**src/rtl/scp_pkg.sv**
```systemverilog
package scp_pkg;

    localparam int WORD_W   = 16;
    localparam int BYTE_W   = 8;
    localparam int CNT_W    = 6;
    localparam int N_EVT    = 4;

    localparam logic [BYTE_W-1:0] CODE_CFG = 8'hA5;
    localparam logic [BYTE_W-1:0] CODE_THR = 8'hC3;
    localparam logic [BYTE_W-1:0] CFG_RST  = 8'h10;
    localparam logic [BYTE_W-1:0] THR_RST  = 8'h40;
    localparam int FIFO_EN_BIT = 0;

    typedef struct packed {
        logic lowsup;
        logic wake;
        logic fill;
        logic ovf;
    } evt_t;

    typedef struct packed {
        logic [BYTE_W-1:0] code;
        logic [BYTE_W-1:0] arg;
    } cmd_t;

    function automatic logic [WORD_W-1:0] status_word(
        input evt_t flags, input logic fifo_en, input logic [BYTE_W-1:0] thr);
        return {flags, fifo_en, 3'b000, thr};
    endfunction

    function automatic logic [N_EVT-1:0] irq_mask(input logic fifo_en);
        return {1'b1, 1'b1, fifo_en, fifo_en};
    endfunction

endpackage

```
**src/rtl/scp_sync.sv**
```systemverilog
module scp_sync #(
    parameter int W = 3,
    parameter int STAGES = 2,
    parameter logic [W-1:0] RST_VAL = '0
) (
    input  logic         clk,
    input  logic         rst,
    input  logic [W-1:0] d,
    output logic [W-1:0] q
);
    logic [W-1:0] stage [STAGES];

    genvar g;
    generate
        for (g = 0; g < STAGES; g++) begin : g_stage
            if (g == 0) begin : g_first
                always_ff @(posedge clk) begin
                    if (rst) stage[0] <= RST_VAL;
                    else     stage[0] <= d;
                end
            end else begin : g_next
                always_ff @(posedge clk) begin
                    if (rst) stage[g] <= RST_VAL;
                    else     stage[g] <= stage[g-1];
                end
            end
        end
    endgenerate

    assign q = stage[STAGES-1];
endmodule

```
**src/rtl/scp_shifter.sv**
```systemverilog
module scp_shifter
    import scp_pkg::*;
(
    input  logic              clk,
    input  logic              rst,
    input  logic              sck_s,
    input  logic              csn_s,
    input  logic              sdi_s,
    input  logic [WORD_W-1:0] status_i,
    output logic              wr_stb_o,
    output logic              rd_done_o,
    output cmd_t              cmd_o,
    output logic              sdo_o,
    output logic              sdo_oe_o
);
    localparam logic [CNT_W-1:0] CNT_MAX = '1;
    localparam int LSB_W = $clog2(BYTE_W);

    logic sck_q, csn_q;
    logic sck_rise, sck_fall, csn_fall, csn_rise;
    logic [CNT_W-1:0]  cnt;
    logic [WORD_W-1:0] in_sr, out_sr;
    logic frame_ok;

    always_ff @(posedge clk) begin
        if (rst) begin
            sck_q <= 1'b0;
            csn_q <= 1'b1;
        end else begin
            sck_q <= sck_s;
            csn_q <= csn_s;
        end
    end

    assign sck_rise = sck_s & ~sck_q & ~csn_s;
    assign sck_fall = ~sck_s & sck_q & ~csn_s;
    assign csn_fall = ~csn_s & csn_q;
    assign csn_rise = csn_s & ~csn_q;

    always_ff @(posedge clk) begin
        if (rst || csn_s)
            cnt <= '0;
        else if (sck_rise && cnt != CNT_MAX)
            cnt <= cnt + 1'b1;
    end

    always_ff @(posedge clk) begin
        if (rst || csn_fall)
            in_sr <= '0;
        else if (sck_rise && cnt < CNT_W'(WORD_W))
            in_sr <= {in_sr[WORD_W-2:0], sdi_s};
    end

    always_ff @(posedge clk) begin
        if (rst)
            out_sr <= '0;
        else if (csn_fall)
            out_sr <= status_i;
        else if (sck_fall)
            out_sr <= {out_sr[WORD_W-2:0], 1'b0};
    end

    assign frame_ok  = (cnt >= CNT_W'(WORD_W)) && (cnt[LSB_W-1:0] == '0);
    assign wr_stb_o  = csn_rise & frame_ok & in_sr[WORD_W-1];
    assign rd_done_o = csn_rise & frame_ok & ~in_sr[WORD_W-1];
    assign cmd_o     = cmd_t'(in_sr);
    assign sdo_o     = out_sr[WORD_W-1];
    assign sdo_oe_o  = ~csn_s;


    cnt_idle_chk: assert property (@(posedge clk) disable iff (rst)
        csn_s |=> (cnt == '0));


    snapshot_chk: assert property (@(posedge clk) disable iff (rst)
        csn_fall |=> (sdo_o == $past(status_i[WORD_W-1])));
endmodule

```
**src/rtl/scp_regs.sv**
```systemverilog
module scp_regs
    import scp_pkg::*;
(
    input  logic              clk,
    input  logic              rst,
    input  logic              wr_stb_i,
    input  cmd_t              cmd_i,
    output logic [BYTE_W-1:0] cfg_o,
    output logic [BYTE_W-1:0] thr_o
);
    logic hit_cfg, hit_thr;

    assign hit_cfg = wr_stb_i && (cmd_i.code == CODE_CFG);
    assign hit_thr = wr_stb_i && (cmd_i.code == CODE_THR);

    always_ff @(posedge clk) begin
        if (rst) begin
            cfg_o <= CFG_RST;
            thr_o <= THR_RST;
        end else begin
            if (hit_cfg) cfg_o <= cmd_i.arg;
            if (hit_thr) thr_o <= cmd_i.arg;
        end
    end


    cfg_hold_chk: assert property (@(posedge clk) disable iff (rst)
        !wr_stb_i |=> $stable(cfg_o) && $stable(thr_o));
endmodule

```
**src/rtl/scp_irq.sv**
```systemverilog
module scp_irq
    import scp_pkg::*;
(
    input  logic clk,
    input  logic rst,
    input  evt_t ev_i,
    input  logic clr_i,
    input  logic fifo_en_i,
    output evt_t flags_o,
    output logic irq_n_o
);
    evt_t flags_d;

    always_comb begin
        flags_d = evt_t'(flags_o & ~{N_EVT{clr_i}});
        flags_d = evt_t'(flags_d | ev_i);
    end

    always_ff @(posedge clk) begin
        if (rst) flags_o <= '0;
        else     flags_o <= flags_d;
    end

    assign irq_n_o = ~|(flags_o & irq_mask(fifo_en_i));


    evt_raise_chk: assert property (@(posedge clk) disable iff (rst)
        (ev_i.lowsup || ev_i.wake) |=> !irq_n_o);


    clear_chk: assert property (@(posedge clk) disable iff (rst)
        (clr_i && ev_i == '0) |=> (flags_o == '0) && irq_n_o);
endmodule

```
**src/rtl/serial_cmd_port.sv**
```systemverilog
module serial_cmd_port
    import scp_pkg::*;
(
    input  logic              clk,
    input  logic              rst,
    input  logic              sck_i,
    input  logic              csn_i,
    input  logic              sdi_i,
    output logic              sdo_o,
    output logic              sdo_oe_o,
    output logic              irq_n_o,
    input  logic              ev_lowsup_i,
    input  logic              ev_wake_i,
    input  logic              ev_fill_i,
    input  logic              ev_ovf_i,
    output logic [BYTE_W-1:0] cfg_o,
    output logic [BYTE_W-1:0] thr_o
);
    logic [2:0] raw, synced;
    logic wr_stb, rd_done;
    cmd_t cmd;
    evt_t ev, flags;
    logic fifo_en;

    assign raw = {sck_i, csn_i, sdi_i};

    scp_sync #(.W(3), .STAGES(2), .RST_VAL(3'b010)) i_sync (
        .clk(clk), .rst(rst), .d(raw), .q(synced)
    );

    scp_shifter i_shift (
        .clk(clk), .rst(rst),
        .sck_s(synced[2]), .csn_s(synced[1]), .sdi_s(synced[0]),
        .status_i(status_word(flags, fifo_en, thr_o)),
        .wr_stb_o(wr_stb), .rd_done_o(rd_done), .cmd_o(cmd),
        .sdo_o(sdo_o), .sdo_oe_o(sdo_oe_o)
    );

    scp_regs i_regs (
        .clk(clk), .rst(rst), .wr_stb_i(wr_stb), .cmd_i(cmd),
        .cfg_o(cfg_o), .thr_o(thr_o)
    );

    assign fifo_en = cfg_o[FIFO_EN_BIT];
    assign ev = '{lowsup: ev_lowsup_i, wake: ev_wake_i, fill: ev_fill_i, ovf: ev_ovf_i};

    scp_irq i_irq (
        .clk(clk), .rst(rst), .ev_i(ev), .clr_i(rd_done),
        .fifo_en_i(fifo_en), .flags_o(flags), .irq_n_o(irq_n_o)
    );


    fifo_mask_chk: assert property (@(posedge clk) disable iff (rst)
        (!fifo_en && !flags.lowsup && !flags.wake) |-> irq_n_o);
endmodule

```
**config.mk**
```make
export PLATFORM = sky130hd
export DESIGN_NAME = serial_cmd_port
export DESIGN_NICKNAME = d
export VERILOG_FILES = /design/src/rtl/scp_pkg.sv /design/src/rtl/scp_sync.sv /design/src/rtl/scp_shifter.sv /design/src/rtl/scp_regs.sv /design/src/rtl/scp_irq.sv /design/src/rtl/serial_cmd_port.sv
export SDC_FILE = /design/constraint.sdc
export NUM_CORES = 1
export LEC_CHECK = 0
export BUFFER_PORTS_ARGS = -buffer_cell sky130_fd_sc_hd__buf_4
export CORE_MARGIN = 2
export CORE_UTILIZATION = 35
export CTS_BUF_LIST = sky130_fd_sc_hd__clkbuf_16
export DETAILED_ROUTE_END_ITERATION = 7
export PLACE_DENSITY_LB_ADDON = 0.1
export SLEW_MARGIN = 5
export SYNTH_ARGS = -nofsm -noshare
export SYNTH_HDL_FRONTEND = slang
export SYNTH_SLANG_ARGS = --single-unit
```
**constraint.sdc**
```tcl
create_clock -name clk -period 4 [get_ports clk]
set_input_delay 0.8 -clock clk [delete_from_list [all_inputs] [get_ports clk]]
set_output_delay 0.8 -clock clk [all_outputs]
set_load 0.01 [all_outputs]
```
==> impl_metrics.tcl <==
set metrics [dict create \
    vias 2051 \
    grt_pass1_vias 2011 \
    hold_viol 0 \
    ys_ff_latch 66 \
    ys_warn_count 0 \
    dieArea_mm2 0.00862 \
    end_kind "output pin" \
    r2r_end "i_regs.thr_o[6]$_SDFFE_PP1P_" \
    viasPerCell 4.95 \
    ys_seq_area_share_pct 47.8 \
    clock.fmax_mhz 522 \
    h-tree-depth 3 \
    clock_sinks 66 \
    worstPathMaxFanout 3 \
    avgRoutedWirePerCell_um 14.0 \
    rows 32 \
    grt_max_degree 53 \
    cts_inserted_buffers 9 \
    crit_type "register to output pin" \
    ys_top_cells_by_area "dfxtp_1, mux2i_1, nand2b_1" \
    cts_hold_buf 0 \
    ant_nets 0 \
    powerDensity_mw_per_mm2 441 \
    tightest_slew_ns 0.837 \
    internal-power_mw 1.16 \
    dp_hpwl_um 3780 \
    gp_congestion 0.739 \
    arrival_ns 1.11 \
    drtPass1Iterations 4 \
    reg2reg_depth 5 \
    maxSlewViolCount 0 \
    antenna_found_initial 0 \
    fin_worst_skew_ns 0.00444 \
    switching_share_pct 20.1 \
    rrSetupSlack_ns 2.17 \
    rsz0062_at_grt "no" \
    wirelength_um 5800 \
    p_comb_share_pct 3.4 \
    hold_depth 1 \
    rr_startpoint "i_shift.cnt[0]$_SDFFE_PP0P_" \
    insertion_delay_ns 0.32 \
    status "complete, no violations" \
    min_from "i_sync.stage[0][1]$_SDFF_PP1_" \
    cts_root_buf "clkbuf_16" \
    hold_path_end "i_sync.stage[1][1]$_SDFF_PP1_" \
    p_total_mw 1.45 \
    coreArea_mm2 0.00769 \
    grt_pass1_wl_um 9760 \
    finalSetupViolCount 0 \
    p_seq_share_pct 46.7 \
    p_switching_uw 292 \
    p_leak_nw 1.18 \
    yosysTopAreaCell "dfxtp_1" \
    cts_resized 0 \
    synthToLayoutAreaGrowth_pct 19.2 \
    diodes 0 \
    post-route-util_pct 42.9 \
    post-route-min-period_ns 1.91 \
    ir_worst_vdd_uv 202 \
    io_pins 28 \
    clk_pin_slew_worst_paths_ns 0.05 \
    cts_setup_buffers 0 \
    required_ns 3.20 \
    ys_types 37 \
    worst-path-buf-inv 1 \
    fin_setup_tns_ns 0 \
    syn_area_mm2 0.00276 \
    path_delay_family "flip-flops" \
    avgSynthCellArea_um2 9.56 \
    power_frac_clock_pct 49.9 \
    initial_core_util_pct 36.0 \
    crit_path_top_delay_cell "dfxtp_1" \
    overflow 0 \
    whs_ns 0.412 \
    cts_tree "built" \
    cts_buffer_depth 2 \
    layout-drive-gt1-share_pct 16.7 \
    hold_class "register to register" \
    synth_top_area_share_pct 47.8 \
    period_share_pct 47.9 \
    drc 0 \
    maxCapViolCount 0 \
    worstPathCellList "o21a_1 -> nor3_1 -> buf_4" \
    synth_fp_nets 300 \
    die_h_um 92.9 \
    max_stage_delay_ns 0.32 \
    drtIter0Drc 96 \
    worstSetupStartpointType "register" \
    grt_usage_pct 14.4 \
    nets 320 \
    synthCells 289 \
    io_buffer_count 27 \
    die_w_um 92.9 \
    slew-limit-headroom_pct 44.1 \
]
-- synthesized netlist by cell type --
master     count
a41oi_1        2
buf_4          2
a21oi_1       18
buf_6          1
ha_1           2
o21ai_0       11
mux2i_1       33
buf_2          4
a31oi_1        1
or4_4          1
nor2_2         1
buf_1          2
o21ai_1        5
nand2b_1      25
o21a_1         1
a211oi_1      20
nand3_1       18
nor2b_1        5
nor4b_1        1
nand2_1        5
nor2_1        29
nand4bb_1      3
nor3b_1        1
clkbuf_1      12
nor3_1         3
dfxtp_1       66
o21ba_2        1
or3b_1         1
nand3b_1       1
nor3b_2        1
nand4bb_4      1
and3_1         1
nor4_4         1
a311oi_1       1
nand4b_1       1
inv_1          5
or2_2          3
-- power groups by stage --
stage | combinational, mW | clock, mW | sequential (mW)
final | 0.0499 | 0.725 | 0.679
after floorplan | 0.0352 | 0 | 0.690
after global routing | 0.0556 | 0.772 | 0.680
after CTS | 0.0507 | 0.749 | 0.679
after global placement | 0.0504 | 0 | 0.692
after detailed placement | 0.0505 | 0 | 0.693
-- cells by family (layout without fill, tap and decap cells) --
logic type,count (synthesis),count (layout),synth area share [%]
DFF,66,66,47.8
AOI/OAI and AO/OA,60,60,13.4
adders and majority gates,2,2,0.905
and+or+nand+nor,102,102,21.7
buffers and inverters,26,49,4.26
muxes,33,33,12.0
-- through the flow --
step	instance area, um^2	std cells	worst slack (ns)
floorplan	2760	289	2.38
global placement	3020	400	1.86
detailed placement	3020	400	1.87
CTS	3300	414	2.07
global route	3300	414	1.99
finish	3300	414	2.09
-- sequential cells by signal, indices dropped and copies added (netlist names) --
register / flops
i_shift.cnt: 6
i_shift.sck_q: 1
i_shift.out_sr: 16
i_sync.stage: 6
i_shift.cmd_o: 16
i_shift.csn_q: 1
i_regs.cfg_o: 8
i_irq.flags_o: 4
i_regs.thr_o: 8
-- worst max path at each step --
| stage | start | to | slack, ns | depth (start not counted) |
|---|---|---|---|---|
| 2_1_floorplan | i_shift.cnt[0]$_SDFFE_PP0P_ | i_regs.cfg_o[4]$_SDFFE_PP1P_ | 2.38 | 6 |
| 3_3_place_gp | rst | i_shift.out_sr[10]$_SDFFE_PP0N_ | 1.86 | 3 |
| 6_report | i_irq.flags_o[1]$_SDFF_PP0_ | irq_n_o | 2.09 | 3 |
| 3_5_place_dp | rst | i_shift.out_sr[10]$_SDFFE_PP0N_ | 1.87 | 3 |
| 5_1_grt | i_shift.cnt[0]$_SDFFE_PP0P_ | i_regs.thr_o[7]$_SDFFE_PP0P_ | 1.99 | 5 |
| 4_1_cts | i_irq.flags_o[1]$_SDFF_PP0_ | irq_n_o | 2.07 | 3 |
-- metal layers --
layer  wire, um  global-route usage [%]
met2       2590                    22.2
met3        170                    4.64
met1       2990                    18.9
met5          0                       0
met4         51                    5.15
-- layout make-up --
cell class	instances	area, um^2
Fill cell	777	4390
Timing Repair Buffer	30	225
Clock buffer	9	225
Inverter	5	18.8
Multi-Input combinational cell	197	1330
Clock inverter	5	47.5
Sequential cell	66	1320
Tap cell	102	128
-- layout by cell type, fill, tap and decap left out, types with 2 or more instances in the layout --
cell,Yosys,layout
nand2b_1,25,25
or2_2,3,3
clkinv_2,0,2
nor2_1,29,29
nand4bb_1,3,3
mux2i_1,33,33
nand3_1,18,18
clkinv_1,0,2
nor3b_2,1,2
buf_4,2,30
o21ai_0,11,11
a21oi_1,18,18
inv_1,5,5
ha_1,2,2
a41oi_1,2,2
nor3_1,3,3
dfxtp_1,66,66
o21ai_1,5,5
clkbuf_16,0,9
nand2_1,5,5
a211oi_1,20,20
nor2b_1,5,5
(Power assumes the default switching activity.)
